$ cat src/rtl/vtt_pkg.sv
package vtt_pkg;

    localparam int VTT_ENTRIES   = 16;
    localparam int VTT_PORTS     = 7;
    localparam int VTT_VID_W     = 12;
    localparam int VTT_MASK_W    = 8;
    localparam int VTT_DATA_W    = 32;
    localparam int VTT_ADDR_W    = 5;

    localparam int VTT_VID_PER_WORD  = 2;
    localparam int VTT_MASK_PER_WORD = 4;
    localparam int VTT_PVID_SLOTS    = ((VTT_PORTS + 1) / 2) * 2;

    localparam int VTT_VID_WORDS  = VTT_ENTRIES / VTT_VID_PER_WORD;
    localparam int VTT_MASK_WORDS = VTT_ENTRIES / VTT_MASK_PER_WORD;
    localparam int VTT_PVID_WORDS = VTT_PVID_SLOTS / VTT_VID_PER_WORD;

    localparam int VTT_VID_BASE  = 0;
    localparam int VTT_MASK_BASE = VTT_VID_BASE + VTT_VID_WORDS;
    localparam int VTT_PVID_BASE = VTT_MASK_BASE + VTT_MASK_WORDS;
    localparam int VTT_CTRL_ADDR = VTT_PVID_BASE + VTT_PVID_WORDS;

    localparam int VTT_CTRL_UNTAG_LSB = 0;
    localparam int VTT_CTRL_VEN_LSB   = 8;
    localparam int VTT_CTRL_DTAG_LSB  = 16;

    localparam int VTT_PORT_W = $clog2(VTT_PORTS + 1);

    typedef logic [VTT_VID_W-1:0] vid_t;
    typedef logic [VTT_PORTS-1:0] pmask_t;

    localparam vid_t VID_UNUSED = '1;
    localparam vid_t VID_NOTAG  = '0;

    typedef enum logic [2:0] {
        RGN_VID,
        RGN_MEMBER,
        RGN_PVID,
        RGN_CTRL,
        RGN_NONE
    } vtt_region_e;

    typedef struct packed {
        logic   valid;
        logic   hit;
        vid_t   vid;
        pmask_t ports;
        pmask_t untag;
    } vtt_result_t;

    function automatic vtt_region_e vtt_region(input logic [VTT_ADDR_W-1:0] a);
        int ai;
        ai = int'(a);
        if (ai < VTT_MASK_BASE)       return RGN_VID;
        else if (ai < VTT_PVID_BASE)  return RGN_MEMBER;
        else if (ai < VTT_CTRL_ADDR)  return RGN_PVID;
        else if (ai == VTT_CTRL_ADDR) return RGN_CTRL;
        else                          return RGN_NONE;
    endfunction

    function automatic int vtt_offset(input logic [VTT_ADDR_W-1:0] a);
        int ai;
        ai = int'(a);
        if (ai < VTT_MASK_BASE)      return ai - VTT_VID_BASE;
        else if (ai < VTT_PVID_BASE) return ai - VTT_MASK_BASE;
        else if (ai < VTT_CTRL_ADDR) return ai - VTT_PVID_BASE;
        else                         return 0;
    endfunction

endpackage

$ cat src/rtl/vtt_regfile.sv
module vtt_regfile
    import vtt_pkg::*;
#(
    parameter int NUM_ENTRIES = VTT_ENTRIES,
    parameter int NUM_PORTS   = VTT_PORTS,
    parameter int VID_W       = VTT_VID_W,
    parameter int MASK_W      = VTT_MASK_W,
    parameter int DATA_W      = VTT_DATA_W,
    parameter int ADDR_W      = VTT_ADDR_W
) (
    input  logic                                  clk,
    input  logic                                  rst,
    input  logic                                  cfg_we,
    input  logic [ADDR_W-1:0]                     cfg_addr,
    input  logic [DATA_W-1:0]                     cfg_wdata,
    output logic [DATA_W-1:0]                     cfg_rdata,
    output logic [NUM_ENTRIES-1:0][VID_W-1:0]     ent_vid,
    output logic [NUM_ENTRIES-1:0][NUM_PORTS-1:0] ent_ports,
    output logic [NUM_PORTS-1:0][VID_W-1:0]       port_pvid,
    output logic [NUM_PORTS-1:0]                  untag_mask,
    output logic [NUM_PORTS-1:0]                  ven_mask,
    output logic [NUM_PORTS-1:0]                  dtag_mask
);

    localparam int VPW = VTT_VID_PER_WORD;
    localparam int MPW = VTT_MASK_PER_WORD;

    logic [NUM_ENTRIES-1:0][VID_W-1:0]  vid_q;
    logic [NUM_ENTRIES-1:0][MASK_W-1:0] mem_q;
    logic [NUM_PORTS-1:0][VID_W-1:0]    pvid_q;
    logic [NUM_PORTS-1:0]               untag_q, ven_q, dtag_q;

    vtt_region_e rgn;
    int          off;

    always_comb begin
        rgn = vtt_region(cfg_addr);
        off = vtt_offset(cfg_addr);
    end

    always_ff @(posedge clk) begin
        if (rst) begin
            vid_q   <= '1;
            mem_q   <= '0;
            pvid_q  <= '0;
            untag_q <= '0;
            ven_q   <= '0;
            dtag_q  <= '0;
        end else if (cfg_we) begin
            for (int i = 0; i < NUM_ENTRIES; i++) begin
                if (rgn == RGN_VID && off == i / VPW)
                    vid_q[i] <= cfg_wdata[(i % VPW) * VID_W +: VID_W];
                if (rgn == RGN_MEMBER && off == i / MPW)
                    mem_q[i] <= cfg_wdata[(i % MPW) * MASK_W +: MASK_W];
            end
            for (int p = 0; p < NUM_PORTS; p++) begin
                if (rgn == RGN_PVID && off == p / VPW)
                    pvid_q[p] <= cfg_wdata[(p % VPW) * VID_W +: VID_W];
            end
            if (rgn == RGN_CTRL) begin
                untag_q <= cfg_wdata[VTT_CTRL_UNTAG_LSB +: NUM_PORTS];
                ven_q   <= cfg_wdata[VTT_CTRL_VEN_LSB   +: NUM_PORTS];
                dtag_q  <= cfg_wdata[VTT_CTRL_DTAG_LSB  +: NUM_PORTS];
            end
        end
    end

    always_comb begin
        cfg_rdata = '0;
        case (rgn)
            RGN_VID: begin
                for (int i = 0; i < NUM_ENTRIES; i++)
                    if (off == i / VPW)
                        cfg_rdata[(i % VPW) * VID_W +: VID_W] = vid_q[i];
            end
            RGN_MEMBER: begin
                for (int i = 0; i < NUM_ENTRIES; i++)
                    if (off == i / MPW)
                        cfg_rdata[(i % MPW) * MASK_W +: MASK_W] = mem_q[i];
            end
            RGN_PVID: begin
                for (int p = 0; p < NUM_PORTS; p++)
                    if (off == p / VPW)
                        cfg_rdata[(p % VPW) * VID_W +: VID_W] = pvid_q[p];
            end
            RGN_CTRL: begin
                cfg_rdata[VTT_CTRL_UNTAG_LSB +: NUM_PORTS] = untag_q;
                cfg_rdata[VTT_CTRL_VEN_LSB   +: NUM_PORTS] = ven_q;
                cfg_rdata[VTT_CTRL_DTAG_LSB  +: NUM_PORTS] = dtag_q;
            end
            default: cfg_rdata = '0;
        endcase
    end

    genvar g;
    generate
        for (g = 0; g < NUM_ENTRIES; g++) begin : g_ent
            assign ent_vid[g]   = vid_q[g];
            assign ent_ports[g] = mem_q[g][NUM_PORTS-1:0];
        end
    endgenerate

    assign port_pvid  = pvid_q;
    assign untag_mask = untag_q;
    assign ven_mask   = ven_q;
    assign dtag_mask  = dtag_q;

endmodule

$ cat src/rtl/vtt_classify.sv
module vtt_classify
    import vtt_pkg::*;
#(
    parameter int NUM_PORTS = VTT_PORTS,
    parameter int VID_W     = VTT_VID_W,
    parameter int PORT_W    = VTT_PORT_W
) (
    input  logic [PORT_W-1:0]             lk_port,
    input  logic                          lk_tagged,
    input  logic [VID_W-1:0]              lk_vid,
    input  logic [NUM_PORTS-1:0][VID_W-1:0] port_pvid,
    input  logic [NUM_PORTS-1:0]          ven_mask,
    input  logic [NUM_PORTS-1:0]          dtag_mask,
    output logic                          port_ok,
    output logic [VID_W-1:0]              cls_vid
);

    logic [VID_W-1:0] sel_pvid;
    logic             sel_ven, sel_dtag;

    always_comb begin
        port_ok  = 1'b0;
        sel_pvid = '0;
        sel_ven  = 1'b0;
        sel_dtag = 1'b0;
        for (int p = 0; p < NUM_PORTS; p++) begin
            if (int'(lk_port) == p) begin
                port_ok  = 1'b1;
                sel_pvid = port_pvid[p];
                sel_ven  = ven_mask[p];
                sel_dtag = dtag_mask[p];
            end
        end
    end

    always_comb begin
        if (!port_ok)                   cls_vid = '1;
        else if (!sel_ven)              cls_vid = '0;
        else if (!lk_tagged || sel_dtag) cls_vid = sel_pvid;
        else                            cls_vid = lk_vid;
    end

endmodule

$ cat src/rtl/vtt_match.sv
module vtt_match
    import vtt_pkg::*;
#(
    parameter int NUM_ENTRIES = VTT_ENTRIES,
    parameter int NUM_PORTS   = VTT_PORTS,
    parameter int VID_W       = VTT_VID_W
) (
    input  logic [VID_W-1:0]                      key_vid,
    input  logic [NUM_ENTRIES-1:0][VID_W-1:0]     ent_vid,
    input  logic [NUM_ENTRIES-1:0][NUM_PORTS-1:0] ent_ports,
    output logic                                  hit,
    output logic [NUM_PORTS-1:0]                  hit_ports
);

    logic [NUM_ENTRIES-1:0] hv;

    genvar g;
    generate
        for (g = 0; g < NUM_ENTRIES; g++) begin : g_cmp
            assign hv[g] = (ent_vid[g] == key_vid) &&
                           (|ent_ports[g]) &&
                           (ent_vid[g] != {VID_W{1'b1}});
        end
    endgenerate

    always_comb begin
        hit       = 1'b0;
        hit_ports = '0;
        for (int i = NUM_ENTRIES - 1; i >= 0; i--) begin
            if (hv[i]) begin
                hit       = 1'b1;
                hit_ports = ent_ports[i];
            end
        end
    end

endmodule

$ cat src/rtl/vlan_tag_table.sv
module vlan_tag_table
    import vtt_pkg::*;
#(
    parameter int NUM_ENTRIES = VTT_ENTRIES,
    parameter int NUM_PORTS   = VTT_PORTS,
    parameter int VID_W       = VTT_VID_W,
    parameter int MASK_W      = VTT_MASK_W,
    parameter int DATA_W      = VTT_DATA_W,
    parameter int ADDR_W      = VTT_ADDR_W,
    parameter int PORT_W      = VTT_PORT_W
) (
    input  logic                 clk,
    input  logic                 rst,
    input  logic                 cfg_we,
    input  logic [ADDR_W-1:0]    cfg_addr,
    input  logic [DATA_W-1:0]    cfg_wdata,
    output logic [DATA_W-1:0]    cfg_rdata,
    input  logic                 lk_valid,
    input  logic [PORT_W-1:0]    lk_port,
    input  logic                 lk_tagged,
    input  logic [VID_W-1:0]     lk_vid,
    output logic                 res_valid,
    output logic                 res_hit,
    output logic [VID_W-1:0]     res_vid,
    output logic [NUM_PORTS-1:0] res_ports,
    output logic [NUM_PORTS-1:0] res_untag
);

    logic [NUM_ENTRIES-1:0][VID_W-1:0]     ent_vid;
    logic [NUM_ENTRIES-1:0][NUM_PORTS-1:0] ent_ports;
    logic [NUM_PORTS-1:0][VID_W-1:0]       port_pvid;
    logic [NUM_PORTS-1:0]                  untag_mask, ven_mask, dtag_mask;

    logic                 port_ok;
    logic [VID_W-1:0]     cls_vid;
    logic                 m_hit;
    logic [NUM_PORTS-1:0] m_ports;

    vtt_result_t res_d, res_q;

    vtt_regfile #(
        .NUM_ENTRIES(NUM_ENTRIES), .NUM_PORTS(NUM_PORTS), .VID_W(VID_W),
        .MASK_W(MASK_W), .DATA_W(DATA_W), .ADDR_W(ADDR_W)
    ) u_regs (
        .clk        (clk),
        .rst        (rst),
        .cfg_we     (cfg_we),
        .cfg_addr   (cfg_addr),
        .cfg_wdata  (cfg_wdata),
        .cfg_rdata  (cfg_rdata),
        .ent_vid    (ent_vid),
        .ent_ports  (ent_ports),
        .port_pvid  (port_pvid),
        .untag_mask (untag_mask),
        .ven_mask   (ven_mask),
        .dtag_mask  (dtag_mask)
    );

    vtt_classify #(
        .NUM_PORTS(NUM_PORTS), .VID_W(VID_W), .PORT_W(PORT_W)
    ) u_cls (
        .lk_port   (lk_port),
        .lk_tagged (lk_tagged),
        .lk_vid    (lk_vid),
        .port_pvid (port_pvid),
        .ven_mask  (ven_mask),
        .dtag_mask (dtag_mask),
        .port_ok   (port_ok),
        .cls_vid   (cls_vid)
    );

    vtt_match #(
        .NUM_ENTRIES(NUM_ENTRIES), .NUM_PORTS(NUM_PORTS), .VID_W(VID_W)
    ) u_match (
        .key_vid   (cls_vid),
        .ent_vid   (ent_vid),
        .ent_ports (ent_ports),
        .hit       (m_hit),
        .hit_ports (m_ports)
    );

    always_comb begin
        res_d = '0;
        if (lk_valid) begin
            res_d.valid = 1'b1;
            res_d.vid   = cls_vid;
            if (port_ok && m_hit) begin
                res_d.hit   = 1'b1;
                res_d.ports = m_ports;
                res_d.untag = (cls_vid == VID_NOTAG) ? m_ports : (m_ports & untag_mask);
            end
        end
    end

    always_ff @(posedge clk) begin
        if (rst) res_q <= '0;
        else     res_q <= res_d;
    end

    assign res_valid = res_q.valid;
    assign res_hit   = res_q.hit;
    assign res_vid   = res_q.vid;
    assign res_ports = res_q.ports;
    assign res_untag = res_q.untag;

endmodule

$ cat config.mk
export PLATFORM = sky130hd
export DESIGN_NAME = vlan_tag_table
export DESIGN_NICKNAME = d
export VERILOG_FILES = /design/src/rtl/vtt_pkg.sv /design/src/rtl/vtt_regfile.sv /design/src/rtl/vtt_classify.sv /design/src/rtl/vtt_match.sv /design/src/rtl/vlan_tag_table.sv
export SDC_FILE = /design/constraint.sdc
export NUM_CORES = 2
export LEC_CHECK = 0
export ABC_AREA = 1
export BUFFER_PORTS_ARGS = -buffer_cell sky130_fd_sc_hd__buf_2
export CORE_MARGIN = 5
export CORE_UTILIZATION = 39
export DETAILED_ROUTE_END_ITERATION = 6
export HOLD_SLACK_MARGIN = 0.15
export PLACE_DENSITY = 0.55
export SETUP_SLACK_MARGIN = 0.05
export SYNTH_ARGS = -nofsm -noshare
export SYNTH_HDL_FRONTEND = slang
export SYNTH_HIERARCHICAL = 1
export SYNTH_SLANG_ARGS = --single-unit
$ cat constraint.sdc
create_clock -name clk -period 9.9 [get_ports clk]
set_clock_uncertainty 0.05 [all_clocks]
set_input_delay 0.99 -clock clk [delete_from_list [all_inputs] [get_ports clk]]
set_output_delay 0.99 -clock clk [all_outputs]
set_load 0.02 [all_outputs]
### Word level (Yosys, flattened, before mapping)

Cells that the tools add are included.

* bits in registers: 453
* output and inout bits: 60
* word-level logic and storage cells: 314

* equality and inequality tests: 49
* mux-type cells: 120
* magnitude comparators: 3
* add/sub/neg operators: 2
* reductions and logical operators: 90
* bitwise operators: 3

Operators with widths (count)
* 12-bit 2-to-1 mux: 33
* 12-bit equality test: 16
* 12-bit inequality test, second input constant: 16
* 8-bit 2-to-1 mux: 17
* 32-bit by 4-bit equality test with 1-bit output, second input constant: 4
* 7-bit 2-to-1 mux: 17
* 7-bit OR reduction: 16
* 32-bit 2-to-1 mux: 3
* 7-bit one-hot mux with 4 select lines: 3
* 32-bit by 3-bit equality test with 1-bit output, second input constant: 2
* 1-bit logical AND: 49
* 1-bit 2-to-1 mux: 38
* 2-bit AND reduction: 17
* 32-bit by 2-bit equality test with 1-bit output, second input constant: 1
* 32-bit zero test: 1
* 28-bit 2-to-1 mux: 1
* 14-bit 2-to-1 mux: 1
* 3-bit by 2-bit equality test with 1-bit output, second input constant: 4
* 3-bit equality test, second input constant: 4
* 12-bit zero test: 1
* 3-bit 2-to-1 mux: 4
* 5-bit by 4-bit subtractor with 6-bit output, second input constant: 2
* 5-bit by 4-bit < comparator with 1-bit output, second input constant: 2
* 1-bit one-hot mux with 3 select lines: 3
* 10 further kinds: 12

### Longest topological paths before layout

* word-level depth: 35
* gate-level depth with buffers: 40
* gate-level depth less buffers: 38

### By module

Netlist, hierarchy kept.

Modules (own cells, without submodules)
* vtt_regfile: instances 1, area an instance 19900.3 µm², cells each 2725
* vtt_match: instances 1, area an instance 5053.6 µm², cells each 905
* vtt_classify: instances 1, area an instance 1252.5 µm², cells each 287
* vlan_tag_table: instances 1, area an instance 879.6 µm², cells each 97

### Least setup slack after synthesis

No wires, ideal clock.

* path kind: input -> register
* start point: in lk_port[1]
* end point: reg res_q (netlist bit res_ports[0])
* slack: 5.871 ns
* stages on the path: 28
* data required time: 9.738 ns
* arrival: 3.867 ns
* cells stage by stage: buf_4 nor2_2 nand2_1 inv_2 nand2_1 nand4_1 nor2_2 buf_4 nand2_1 nand3_1 nand2_1 buf_6 inv_4 buf_6 or2_1 and3_1 nand3_1 nor4_1 nand3_2 inv_2 nor2_2 inv_1 nor4b_1 nand4_1 nand3_2 inv_2 nand2_1 inv_1

* word-level cells in the longest chain between the ends: 34
* elaborated cells between the ends (all ways): 122
* classes of those cells: eq/ne: 22; mux: 63; bitwise: 1; reduce/logical: 36

Ends and longest elaborated chain
* start: declaration: line vlan_tag_table.sv:19 `input logic [PORT_W-1:0] lk_port,`
* 3-bit zero test: line vtt_classify.sv:27 `if (int'(lk_port) == p) begin`
* 1-bit 2-to-1 mux (7 in series): line vtt_classify.sv:27
* 1-bit logical OR: line vtt_classify.sv:39 `else if (!lk_tagged || sel_dtag) cls_vid = sel_pvid;`
* 12-bit 2-to-1 mux: line vtt_classify.sv:39
* 12-bit 2-to-1 mux: line vtt_classify.sv:38 `else if (!sel_ven) cls_vid = '0;`
* 12-bit 2-to-1 mux (*): line vtt_classify.sv:37 `if (!port_ok) cls_vid = '1;`
* via cls_vid[3]: line vlan_tag_table.sv:35 `logic [VID_W-1:0] cls_vid;`
* 12-bit equality test: line vtt_match.sv:20 `assign hv[g] = (ent_vid[g] == key_vid) &&`
* 1-bit logical AND: line vtt_match.sv:20
* 1-bit logical AND: line vtt_match.sv:21 `(|ent_ports[g]) &&`
* 1-bit 2-to-1 mux (15 in series): line vtt_match.sv:30 `if (hv[i]) begin`
* 1-bit 2-to-1 mux (*): line vtt_match.sv:30
* via m_hit: line vlan_tag_table.sv:36 `logic m_hit;`
* 1-bit logical AND (*): line vlan_tag_table.sv:87 `if (port_ok && m_hit) begin`
* 1-bit inverter (no line) (*)
* 3-bit OR reduction (no line) (*)
* end signal: assignment: line vlan_tag_table.sv:97 `else res_q <= res_d;`
* end: declaration: line vlan_tag_table.sv:39 `vtt_result_t res_d, res_q;`

The timed path passes the listed nets; every way through them passes the cells marked *.
A chain may end at the register's enable or synchronous reset.

### Worst setup path in the final report

* start point: in cfg_addr[4]
* end point: out cfg_rdata[3]

* word-level cells in the longest chain between the ends: 14
* elaborated cells between the ends (all ways): 42
* classes of those cells: add/sub: 2; order compare: 3; eq/ne: 11; mux: 24; reduce/logical: 2

Ends and longest elaborated chain
* start: declaration: line vlan_tag_table.sv:15 `input logic [ADDR_W-1:0] cfg_addr,`
* 5-bit by 4-bit subtractor with 6-bit output / 5-bit < comparator (equally long branches): line vtt_pkg.sv:66, vtt_pkg.sv:56
* 32-bit 2-to-1 mux: line vtt_pkg.sv:66 `else if (ai < VTT_CTRL_ADDR) return ai - VTT_PVID_BASE;`
* 32-bit 2-to-1 mux: line vtt_pkg.sv:65 `else if (ai < VTT_PVID_BASE) return ai - VTT_MASK_BASE;`
* 32-bit 2-to-1 mux: line vtt_pkg.sv:64 `if (ai < VTT_MASK_BASE) return ai - VTT_VID_BASE;`
* 32-bit zero test: line vtt_regfile.sv:73, vtt_regfile.sv:78, vtt_regfile.sv:83
* 12-bit 2-to-1 mux (8 in series): line vtt_regfile.sv:73 `if (off == i / VPW)`
* 7-bit one-hot mux with 4 select lines (*): line vtt_regfile.sv:70 `case (rgn)`
* end: declaration: line vlan_tag_table.sv:17 `output logic [DATA_W-1:0] cfg_rdata,`

Mark *: on every way between the ends. The rest lies on a longest branch, timed or not.

==> reports/results.ini <==
[outcome]
outcome=finished, final reports clean

[timing]
grt_setup_unrepaired=no
totalNegativeSetupSlack_ns=0
setup_viol=0
timing_max_transition_violations_final=0
max_slew_margin_pct=17.1
max_slew.worst_pin.slew_ns=1.23
finalCriticalPeriod_ns=7.54
highest_clock_rate_mhz=133
period_share_pct=76.2
final_hold_viol_count=0

[final_layout]
syn_to_final_growth_pct=6.47
num-fill-cells=7420
final_net_count=3892
stdcell_count=4808
drive_gt1_share_pct=10.1

[routing]
post_drt_via_cell_ratio=5.79
detail_route.iter0.violations=3911
wire_per_inst_um=25.6
num_vias=27846
top_layer=met4
remaining_drc_errors=0
finalWirelength_um=123000
wl_met1_um=50500
antenna_violating_nets_post_route=0
wl_met2_um=52600
drtPass1Iterations=6
wl_met3_um=13100

[worst_hold_path]
hold_class=flop to flop
hold_path_depth=2
worst_hold_startpoint=u_regs/mem_q[119]
end_of_the_worst_hold_path=u_regs/mem_q[119]

[cts]
clk_latency_ns=0.63
cts.repair.resized=0
htreeDepth=2
count_of_clock_tree_sinks=453
tritoncts=done
clockRootBuffer=sky130_fd_sc_hd__clkbuf_16
worst_setup_hold_path_clk_slew_ns=0.06
cts-root-to-sink-buffers=3
postCtsHoldBufs=0
cts_made_buffers=53
cts_setup_buffers=0

[synthesis]
yosysTopAreaCell=sky130_fd_sc_hd__dfxtp_1
top_reg_cell_synth=sky130_fd_sc_hd__dfxtp_1
synth_cells=4014
seq_area_frac_synth_pct=33.5
yosys.cell_count.top_type=sky130_fd_sc_hd__nand2_1
syn-mean-instance-area_um2=6.75
synthesis.area_um2=27100
yosysTopAreaCellShare_pct=33.5
ys_warn_count=6
synth_cell_type_count=67
ys_async_sr_fraction_pct=0
post_synth_main_area_contributors=sky130_fd_sc_hd__dfxtp_1 33%, sky130_fd_sc_hd__nand2_1 12%, sky130_fd_sc_hd__o21ai_0 6.4%
synth.ff_latch_count=453
synth_edf_count=0
synthTopCellsByCount=831 x sky130_fd_sc_hd__nand2_1, 453 x sky130_fd_sc_hd__dfxtp_1, 450 x sky130_fd_sc_hd__inv_1, 344 x sky130_fd_sc_hd__o21ai_0, 287 x sky130_fd_sc_hd__a21oi_1
postSynthNetCount=4075

[placed_design]
place_inst=4707
io_buffers=116
detailed_place_hpwl_um=89100
place.gp.congestion=0.996

[power]
peakVddDrop_mv=0.138
p_seq_share_pct=40.9
power.leakage_uw=0.0129
switching_share_pct=27.5
p_switching_uw=1250
p_per_cell_area_nw_per_um2=157
share_of_power_burned_in_combinational_logic_pct=10.4
cellInternalPower_uw=3280
share_clk_of_total_power_pct=48.7

[die]
floorplan.initialDensity_pct=39.4
num_rows=96
die_h_um=274
fp.dieArea_um2=74800
io-pin-count=117
dieWidth_um=274
core-area_um2=68700

[critical_path]
crit_path_start_kind=input pin
timing.reg2reg.worst_path_depth=22
cp_max_fo=58
crit-reg2reg-capture=res_untag[0]
timing.critical_path.required_ns=8.86
critical_path_class=input pin to primary output
rrSetupSlack_ns=4.53
critical_path_arrival_ns=6.50
cp-startpoint=cfg_addr[4]
timing.critical_path.to_type=primary output
crit-reg2reg-launch=u_regs/ven_mask[3]

[grt]
grt_usage_pct=31.5
grt_overflow=0
first_global_vias=24870
first_pass_grt_wire_length_um=175000
antenna_found_initial=7
grt_max_degree=180

[flow_run]
cap_violations=0

-- worst max-delay path by stage --
stage | to | slack, ns | cells past startpoint
2_1_floorplan | res_ports[0] | 5.87 | 28
3_3_place_gp | cfg_rdata[7] | 2.78 | 18
3_5_place_dp | cfg_rdata[7] | 2.68 | 18
4_1_cts | cfg_rdata[7] | 2.67 | 18
5_1_grt | cfg_rdata[0] | 2.22 | 17
6_report | cfg_rdata[3] | 2.36 | 17
-- through the flow --
step	hold WS (ns)	total power, uW	util [%]	area [um^2]	worst slack [ns]
6_report	0.398	4530	42.0	28800	2.36
5_1_grt	0.418	4660	42.0	28800	2.22
4_1_cts	0.397	4540	42.0	28800	2.67
3_5_place_dp	0.387	2350	39.2	26900	2.68
3_3_place_gp	0.386	2350	39.2	26900	2.78
2_1_floorplan	0.370	2170	-	27100	5.87
-- cells by family after synthesis --
group	Yosys count	synth area share [%]
and+or+nand+nor	1596	26.3
AOI/OAI and AO/OA	971	21.0
buffers and inverters	869	15.1
DFF	453	33.5
xor gates and xnor gates	120	3.95
adders and majority gates	4	0.185
muxes	1	0.0370
-- critical path, stage by stage --
cell,delay (ns)
sky130_fd_sc_hd__buf_2,0.16
sky130_fd_sc_hd__inv_1,0.14
sky130_fd_sc_hd__ha_1,0.91
sky130_fd_sc_hd__nor2_2,0.15
sky130_fd_sc_hd__nand2_4,0.30
sky130_fd_sc_hd__inv_2,0.28
sky130_fd_sc_hd__nand2_1,0.14
sky130_fd_sc_hd__nand2_2,0.09
sky130_fd_sc_hd__nor2_4,0.74
sky130_fd_sc_hd__nand2_2,0.67
sky130_fd_sc_hd__buf_4,0.53
sky130_fd_sc_hd__inv_2,0.54
sky130_fd_sc_hd__nand2_1,0.12
sky130_fd_sc_hd__o21ai_0,0.12
sky130_fd_sc_hd__a21oi_1,0.10
sky130_fd_sc_hd__nand2_1,0.25
sky130_fd_sc_hd__buf_2,0.23
-- flip-flops by register name, summed over array words and instances (netlist names), 7 cells and up --
signal / count
u_regs/ent_vid: 192
u_regs/ent_ports: 112
u_regs/port_pvid: 84
u_regs/mem_q: 16
res_vid: 12
res_ports: 7
res_untag: 7
u_regs/dtag_mask: 7
u_regs/untag_mask: 7
u_regs/ven_mask: 7
-- power groups by stage --
stage	Clock, uW	Sequential [uW]	Combinational (uW)
3_3_place_gp	0	1890	453
5_1_grt	2310	1850	490
3_5_place_dp	0	1890	452
6_report	2210	1850	472
2_1_floorplan	0	1890	285
4_1_cts	2230	1850	454
-- cells in the final DEF (no fill, tap or decap), drive strengths merged, types with 4 or more instances in the layout --
master and n:
nand3 271, or2 54, nor4b 4, xnor2 62, nor2 240, o211ai 195, nor4 33, clkbuf 70
nand4 103, ha 4, xor2 58, a31oi 4, a21oi 297, o21ai 395, clkinv 16, or3 6
nand3b 4, nor3b 4, nand2 843, dfxtp 453, o221a 6, a211oi 4, buf 153, inv 479
nor3 26, a221oi 6, o22ai 50, bufinv 11
-- final cells by class --
cell class | instances | area (um^2) | share of cell area [%]
inverter | 478 | 1810 | 6.28
clock buffer | 70 | 1480 | 5.13
antenna | 1 | 2.50 | 0.00868
tap | 931 | 1160 | 4.04
clock inverter | 30 | 457 | 1.58
sequential | 453 | 9070 | 31.4
multi-input combinational | 2692 | 14000 | 48.5
timing repair buffer | 153 | 858 | 2.98
-- per-layer routing --
layer / global-route usage [%] / vias up
met5: 0 / -
met4: 15.0 / 0
met3: 6.89 / 311
met2: 47.7 / 1622
met1: 42.6 / 13105
li1: - / 12808
Power figures use the tool's default switching activity.
